$ cat config.mk
export PLATFORM = sky130hd
export DESIGN_NAME = byte_host_port
export DESIGN_NICKNAME = d
export VERILOG_FILES = /design/src/rtl/bhp_pkg.sv /design/src/rtl/bhp_addr_regs.sv /design/src/rtl/bhp_stat_bank.sv /design/src/rtl/bhp_scratch.sv /design/src/rtl/byte_host_port.sv
export SDC_FILE = /design/constraint.sdc
export NUM_CORES = 1
export LEC_CHECK = 0
export BUFFER_PORTS_ARGS = -buffer_cell sky130_fd_sc_hd__buf_2
export CORE_AREA = 3 3 258 260
export CTS_CLUSTER_SIZE = 8
export DETAILED_ROUTE_END_ITERATION = 10
export DIE_AREA = 0 0 261 263
export PLACE_DENSITY_LB_ADDON = 0.25
export SYNTH_ARGS = -nofsm -noshare
export SYNTH_HDL_FRONTEND = slang
export SYNTH_HIERARCHICAL = 1
export SYNTH_SLANG_ARGS = --single-unit
$ cat constraint.sdc
create_clock -name clk -period 4.6 [get_ports clk]
set_input_delay 0.92 -clock clk [delete_from_list [all_inputs] [get_ports clk]]
set_output_delay 0.92 -clock clk [all_outputs]
set_load 0.01 [all_outputs]
$ cat src/rtl/bhp_pkg.sv
package bhp_pkg;
  typedef logic [15:0] addr16_t;

  typedef enum logic [2:0] {RG_RAM, RG_RST, RG_CTL, RG_STAT, RG_NONE} region_e;

  // host register codes on the address pins
  localparam logic [1:0] HR_ALO  = 2'd0;
  localparam logic [1:0] HR_AHI  = 2'd1;
  localparam logic [1:0] HR_DAT  = 2'd2;
  localparam logic [1:0] HR_DATI = 2'd3;

  // control page byte offsets
  localparam logic [1:0] CI_CTRL = 2'd0;
  localparam logic [1:0] CI_PLO  = 2'd1;
  localparam logic [1:0] CI_PHI  = 2'd2;

  function automatic region_e region_of(addr16_t a);
    region_e r;
    if (a[15:14] == 2'b00)                         r = RG_RAM;
    else if (a[15:13] == 3'b010)                   r = RG_RST;
    else if (a[15:13] == 3'b011) begin
      if (a[12:2] == 11'd0 && a[1:0] != 2'b11)     r = RG_CTL;
      else                                         r = RG_NONE;
    end
    else                                           r = RG_STAT;
    return r;
  endfunction

  function automatic addr16_t step_addr(addr16_t a);
    return a + 16'd1;
  endfunction

  function automatic addr16_t set_byte(addr16_t a, logic hi, logic [7:0] b);
    return hi ? {b, a[7:0]} : {a[15:8], b};
  endfunction

  function automatic logic [7:0] byte_pick(logic [31:0] w, logic [1:0] s);
    logic [7:0] r;
    case (s)
      2'd0:    r = w[7:0];
      2'd1:    r = w[15:8];
      2'd2:    r = w[23:16];
      default: r = w[31:24];
    endcase
    return r;
  endfunction
endpackage

$ cat src/rtl/bhp_addr_regs.sv
module bhp_addr_regs
  import bhp_pkg::*;
(
  input  logic       clk,
  input  logic       rst_n,
  input  logic       srst,
  input  logic       host_we_lo,
  input  logic       host_we_hi,
  input  logic       host_step,
  input  logic       ctl_we,
  input  logic [1:0] ctl_idx,
  input  logic       dma_step,
  input  logic [7:0] wdata,
  output addr16_t    host_addr,
  output addr16_t    dma_ptr,
  output logic       ctl_inc,
  output logic       ptr_load
);
  assign ptr_load = ctl_we & (ctl_idx == CI_PLO || ctl_idx == CI_PHI);

  always_ff @(posedge clk or negedge rst_n) begin
    if (!rst_n)          host_addr <= '0;
    else if (srst)       host_addr <= '0;
    else if (host_we_lo) host_addr <= set_byte(host_addr, 1'b0, wdata);
    else if (host_we_hi) host_addr <= set_byte(host_addr, 1'b1, wdata);
    else if (host_step)  host_addr <= step_addr(host_addr);
  end

  // an explicit pointer load outranks the post-access step
  always_ff @(posedge clk or negedge rst_n) begin
    if (!rst_n)        dma_ptr <= '0;
    else if (srst)     dma_ptr <= '0;
    else if (ptr_load) dma_ptr <= set_byte(dma_ptr, ctl_idx == CI_PHI, wdata);
    else if (dma_step) dma_ptr <= step_addr(dma_ptr);
  end

  always_ff @(posedge clk or negedge rst_n) begin
    if (!rst_n)                          ctl_inc <= 1'b0;
    else if (srst)                       ctl_inc <= 1'b0;
    else if (ctl_we && ctl_idx == CI_CTRL) ctl_inc <= wdata[0];
  end
endmodule

$ cat src/rtl/bhp_stat_bank.sv
module bhp_stat_bank
  import bhp_pkg::*;
#(
  parameter int CNT_N = 4
) (
  input  logic             clk,
  input  logic             rst_n,
  input  logic             srst,
  input  logic [CNT_N-1:0] evt,
  input  logic             rd_en,
  input  logic [14:0]      sel,
  output logic [7:0]       rd_byte
);
  localparam int IDX_W = (CNT_N > 1) ? $clog2(CNT_N) : 1;

  logic [CNT_N-1:0][31:0] cnt;
  logic [31:0]            hold;
  logic [IDX_W-1:0]       idx;
  logic                   hit;
  logic [1:0]             bsel;

  assign idx  = sel[2 +: IDX_W];
  assign hit  = (sel[14:2] < 13'(CNT_N));
  assign bsel = sel[1:0];

  always_ff @(posedge clk or negedge rst_n) begin
    if (!rst_n)     cnt <= '0;
    else if (srst)  cnt <= '0;
    else begin
      for (int i = 0; i < CNT_N; i++) cnt[i] <= cnt[i] + 32'(evt[i]);
    end
  end

  // byte 0 snapshots the live counter before this edge's increment
  always_ff @(posedge clk or negedge rst_n) begin
    if (!rst_n)                              hold <= '0;
    else if (srst)                           hold <= '0;
    else if (rd_en && hit && bsel == 2'd0)   hold <= cnt[idx];
  end

  always_comb begin
    if (!hit)              rd_byte = 8'h00;
    else if (bsel == 2'd0) rd_byte = byte_pick(cnt[idx], 2'd0);
    else                   rd_byte = byte_pick(hold, bsel);
  end
endmodule

$ cat src/rtl/bhp_scratch.sv
module bhp_scratch #(
  parameter int DEPTH = 64,
  localparam int AW = $clog2(DEPTH)
) (
  input  logic          clk,
  input  logic          we,
  input  logic [AW-1:0] a,
  input  logic [7:0]    wd,
  output logic [7:0]    rd
);
  logic [7:0] mem [DEPTH];

  always_ff @(posedge clk) begin
    if (we) mem[a] <= wd;
  end

  assign rd = mem[a];
endmodule

$ cat src/rtl/byte_host_port.sv
module byte_host_port
  import bhp_pkg::*;
#(
  parameter int CNT_N     = 4,
  parameter int RAM_DEPTH = 64
) (
  input  logic             clk,
  input  logic             rst_n,
  input  logic             cs_n,
  input  logic             rd_wr,
  input  logic             dma_n,
  input  logic [1:0]       addr,
  input  logic [7:0]       wdata,
  input  logic [CNT_N-1:0] stat_evt,
  output logic [7:0]       rdata,
  output logic             rdy,
  output logic             soft_rst
);
  localparam int RAM_AW = $clog2(RAM_DEPTH);

  addr16_t host_addr, dma_ptr, eff;
  logic    ctl_inc, ptr_load;
  region_e rg;

  // named events, also watched by the checker
  logic acc_fire, dma_mode, is_wr, data_acc;
  logic host_we_lo, host_we_hi, pin_step, pin_plain, dma_step, dma_still;
  logic ctl_we, ram_we, stat_rd, rst_hit, dma_rst_wr;
  logic [7:0] ram_q, stat_q, rd_val;

  assign acc_fire   = ~cs_n & ~soft_rst;
  assign dma_mode   = ~dma_n;
  assign is_wr      = ~rd_wr;
  assign data_acc   = acc_fire & (dma_mode | addr[1]);
  assign eff        = dma_mode ? dma_ptr : host_addr;
  assign rg         = region_of(eff);

  assign host_we_lo = acc_fire & ~dma_mode & is_wr & (addr == HR_ALO);
  assign host_we_hi = acc_fire & ~dma_mode & is_wr & (addr == HR_AHI);
  assign pin_step   = acc_fire & ~dma_mode & (addr == HR_DATI);
  assign pin_plain  = acc_fire & ~dma_mode & (addr == HR_DAT);
  assign dma_step   = data_acc & dma_mode & ctl_inc;
  assign ctl_we     = data_acc & is_wr & (rg == RG_CTL);
  assign dma_still  = data_acc & dma_mode & ~ctl_inc & ~ptr_load;
  assign ram_we     = data_acc & is_wr & (rg == RG_RAM);
  assign stat_rd    = data_acc & rd_wr & (rg == RG_STAT);
  assign rst_hit    = data_acc & is_wr & ~dma_mode & (rg == RG_RST);
  assign dma_rst_wr = data_acc & is_wr & dma_mode & (rg == RG_RST);

  bhp_addr_regs u_regs (
    .clk(clk), .rst_n(rst_n), .srst(soft_rst),
    .host_we_lo(host_we_lo), .host_we_hi(host_we_hi), .host_step(pin_step),
    .ctl_we(ctl_we), .ctl_idx(eff[1:0]), .dma_step(dma_step), .wdata(wdata),
    .host_addr(host_addr), .dma_ptr(dma_ptr), .ctl_inc(ctl_inc), .ptr_load(ptr_load)
  );

  bhp_stat_bank #(.CNT_N(CNT_N)) u_stats (
    .clk(clk), .rst_n(rst_n), .srst(soft_rst), .evt(stat_evt),
    .rd_en(stat_rd), .sel(eff[14:0]), .rd_byte(stat_q)
  );

  bhp_scratch #(.DEPTH(RAM_DEPTH)) u_ram (
    .clk(clk), .we(ram_we), .a(eff[RAM_AW-1:0]), .wd(wdata), .rd(ram_q)
  );

  always_comb begin
    rd_val = 8'h00;
    if (!dma_mode && !addr[1]) begin
      rd_val = addr[0] ? host_addr[15:8] : host_addr[7:0];
    end else begin
      case (rg)
        RG_RAM:  rd_val = ram_q;
        RG_STAT: rd_val = stat_q;
        RG_CTL: begin
          case (eff[1:0])
            CI_CTRL: rd_val = {7'd0, ctl_inc};
            CI_PLO:  rd_val = dma_ptr[7:0];
            CI_PHI:  rd_val = dma_ptr[15:8];
            default: rd_val = 8'h00;
          endcase
        end
        default: rd_val = 8'h00;
      endcase
    end
  end

  always_ff @(posedge clk or negedge rst_n) begin
    if (!rst_n) begin
      rdata    <= 8'h00;
      rdy      <= 1'b0;
      soft_rst <= 1'b0;
    end else begin
      if (acc_fire && rd_wr) rdata <= rd_val;
      rdy      <= acc_fire;
      soft_rst <= rst_hit;
    end
  end
endmodule

==> run_results.csv <==
group,metric,value,unit
run_status,outcome,"complete, no violations",
detailed_routing,num_vias,22200,
hold_path,hold_class,"input port to asynchronous set/reset pin",
timing,finalSetupViolCount,0,
synth,yosysWarnings,6,
clock_tree,clk_pin_slew,0.06,ns
detailed_routing,wl,89900,um
synth,yosys.cell_types.count,89,
synth,synth-simple-area-share,12.2,%
finish,antennaDiodeCount,0,
detailed_routing,wire_per_inst,26.4,um
setup_path,rr_startpoint,"u_regs/host_addr[0]",
floorplanning,die_x,261,um
global_route,grt_use_total,26.2,%
setup_path,cp-end-kind,"flip-flop",
setup_path,critical_path_class,"flip-flop to flip-flop",
place,dp_slack,0.217,ns
global_route,grt_pass1_vias,22000,
timing,worstMarginPinSlew,1.15,ns
synth,yosysSeqAreaShare,62.9,%
timing,finalSetupTns,0,ns
power,ir_drop,0.000328,V
floorplanning,fp.dieH,263,um
synth,synthTopCellsByArea,"edfxtp_1 (48%), dfrtp_1 (15%), mux4_2 (5.0%)",
setup_path,cp_cell_sequence,"mux2i_1 > clkinv_2 > buf_12 > and2_1 > a22o_1 > a211oi_1 > o22ai_1 > or4_1 > a222oi_1 > o221ai_1",
synth,synthesis.nets,2426,
floorplanning,num_rows,93,
setup_path,cp-start-kind,"flip-flop",
synth,yosys.area_share.adder,0.583,%
detailed_routing,drcViolationCount,0,
detailed_routing,drtAntennaViolNets,0,
synth,syn_area,32200,um2
setup_path,cp_num_buf_inv,2,
timing,fin_worst_skew,0.0487,ns
power,fin_total_pwr,0.0175,W
clock_tree,cts_tree,"yes",
setup_path,worstPathRequired,5.10,ns
setup_path,cp.arrival,4.38,ns
place,dp_hpwl,59000,um
global_route,antenna_found_initial,2,
synth,synth-seq-cells,707,
clock_tree,clock_latency,0.65,ns
detailed_routing,detail_route.vias_per_cell,6.53,
synth,synthTopCellsByCount,"edfxtp_1 (512), nor2_1 (199), dfrtp_1 (195), nand2_1 (116), a21oi_1 (114)",
synth,ys.flop_type,"edfxtp_1",
synth,async_flop_share,27.6,%
floorplanning,start_util,50.1,%
setup_path,crit_cells,10,
global_route,grt_remaining_overflow,0,
synth,synth_most_common_cell,"edfxtp_1",
global_route,grt_max_degree,115,
setup_path,slowest_stage,"or4_1",
finish,fin_nets,2540,
synth,synth_top_family_by_area,"simple AND/OR/NAND/NOR gates",
finish,fill_cells,5112,
clock_tree,ctsRootBufferMaster,"clkbuf_16",
clock_tree,cts_resized,0,
timing,hold_violations,0,
timing,rsz0062_at_grt,"no",
global_route,top_usage_layer,"met2",
synth,synth_top_area_share,47.7,%
place,portBuffers,28,
power,p_leak,13.0,nW
run,maxCapViolCount,0,
clock_tree,ctsHoldBuffers,0,
clock_tree,cts_sinks,707,
setup_path,path_delay_family,"compound AO/OA/AOI/OAI gates",
finish,area_delta_synth_final,13.7,%
clock_tree,clockBufferDepth,3,
clock_tree,cts_max_level,3,
timing,fin_crit,3.88,ns
global_route,met2_usage,41.0,%
setup_path,cp_max_fo,28,
timing,max_freq,257,MHz
place,placed_cells,3261,
clock_tree,numCtsBuffers,98,
floorplanning,die_area,68600,um2
floorplanning,num_io_pins,29,
global_route,grt_pass1_wl,137000,um
finish,drive_gt1_share,15.8,%
finish,multiInputGateArea,11100,um2
finish,regArea,20300,um2
synth,synth_compound_gate_area_share,10.7,%
synth,syn_area_per_cell,13.5,um2
synth,syn_inst,2392,
setup_path,r2r_end,"rdata[1]",
setup_path,cp_slowest_stage_delay,0.63,ns
detailed_routing,drt-pass1-iter-count,5,
finish,fin_cells,3402,
clock_tree,cts_setup_buffers,0,
timing,max_slew_margin,23.6,%
setup_path,crit_path_end,"rdata[1]",
global_route,grtUsageMet1,36.7,%
place,gp_congestion,0.939,
synth,synthMuxAreaShare,9.28,%
setup_path,r2r_cells,10,
timing,drv_slew,0,
timing,fin_ws,0.716,ns
detailed_routing,drt-initial-drc-count,2410,
synth,synth_edf_count,512,
synth,synthXorXnorAreaFrac,1.77,%
power,power.density,477,nW/um2
setup_path,startpoint,"u_regs/host_addr[0]",
timing,fin_crit_sh,84.4,%
synth,yosysTopAreaCell,"edfxtp_1",
setup_path,reg2reg_slack,0.72,ns
floorplanning,design.core.area,64300,um2
global_route,use_met3,4.69,%
## routing by layer
metal	share of wire (%)	up-vias	wire length, um
li1	-	9634	-
met1	41	11200	36700
met2	47	1174	42000
met3	8.8	208	7940
met4	3.7	2	3300
met5	0.012	-	11
## worst register-to-register path: cells and delay by family, from the launching register on
kind	cells	cell delay [ns]
simple gates	2	1.00
buf+inv	2	0.44
mux	1	0.39
flops	1	0.54
compound gates	5	1.36
## report_power, final
group,internal [W],leakage (nW),switching (W)
registers,0.00708,7.24,0.000354
logic,0.00141,4.42,0.00221
clock network,0.00386,1.29,0.00256
total,0.0124,13.0,0.00513
## area by class of cell
| type | count | area share [%] |
|---|---|---|
| clock buffers | 135 | 7.10 |
| clock inverters | 6 | 0.212 |
| inverters | 31 | 0.328 |
| multi-input cells | 1497 | 30.4 |
| flip-flops and latches | 707 | 55.3 |
| well taps | 855 | 2.92 |
| repair buffers | 171 | 3.71 |
## state kept, by name, summed over array words and instances, names as in the netlist
register          cells
soft_rst              1
rdata                 8
u_regs/ctl_inc        1
rdy                   1
u_regs/dma_ptr       16
u_stats/hold         24
u_regs/host_addr     16
u_ram/mem           512
u_stats/cnt         128
## placed cells by master (no fill, tap or decap), types with 31 or more instances in the layout
cell type	count
nor2_1	198
nand2_1	116
dfrtp_1	194
mux2i_1	102
clkbuf_1	36
o21ai_0	38
and4_1	31
or4_1	46
edfxtp_1	512
a22oi_1	59
buf_4	132
mux4_2	72
nand4_1	42
xor2_1	40
clkbuf_16	98
nand3_1	64
o31ai_1	53
a21oi_1	114
nand2b_1	32
## worst min-delay path by stage
stage                           from             endpoint  slack (ns)  depth (start not counted)
finish                         rst_n  u_regs/host_addr[1]        0.38                          1
global route                   rst_n   u_regs/dma_ptr[10]        0.45                          1
CTS                            rst_n   u_regs/dma_ptr[10]        0.43                          1
detailed placement  u_stats/hold[27]     u_stats/hold[27]        0.52                          2
global placement     u_stats/hold[8]      u_stats/hold[8]        0.51                          2
floorplan           u_stats/hold[10]     u_stats/hold[10]        0.49                          2
## kinds of logic after synthesis
kind of cell | Yosys count
buffers and inverters | 188
flip-flops | 707
adder cells (fa/ha/maj) | 15
AO/OA/AOI/OAI | 495
multiplexers | 203
AND/OR/NAND/NOR | 719
XOR/XNOR | 65
## per-stage QoR
stage / cell area, um2 / hold WS [ns] / util [%]
after detailed placement: 33900 / 0.516 / 52.7
after CTS: 36600 / 0.427 / 56.9
after floorplan: 32200 / 0.490 / -
after global placement: 33900 / 0.506 / 52.7
after global routing: 36600 / 0.451 / 56.9
final: 36600 / 0.380 / 56.9
Power figures use the tool's default switching activity.
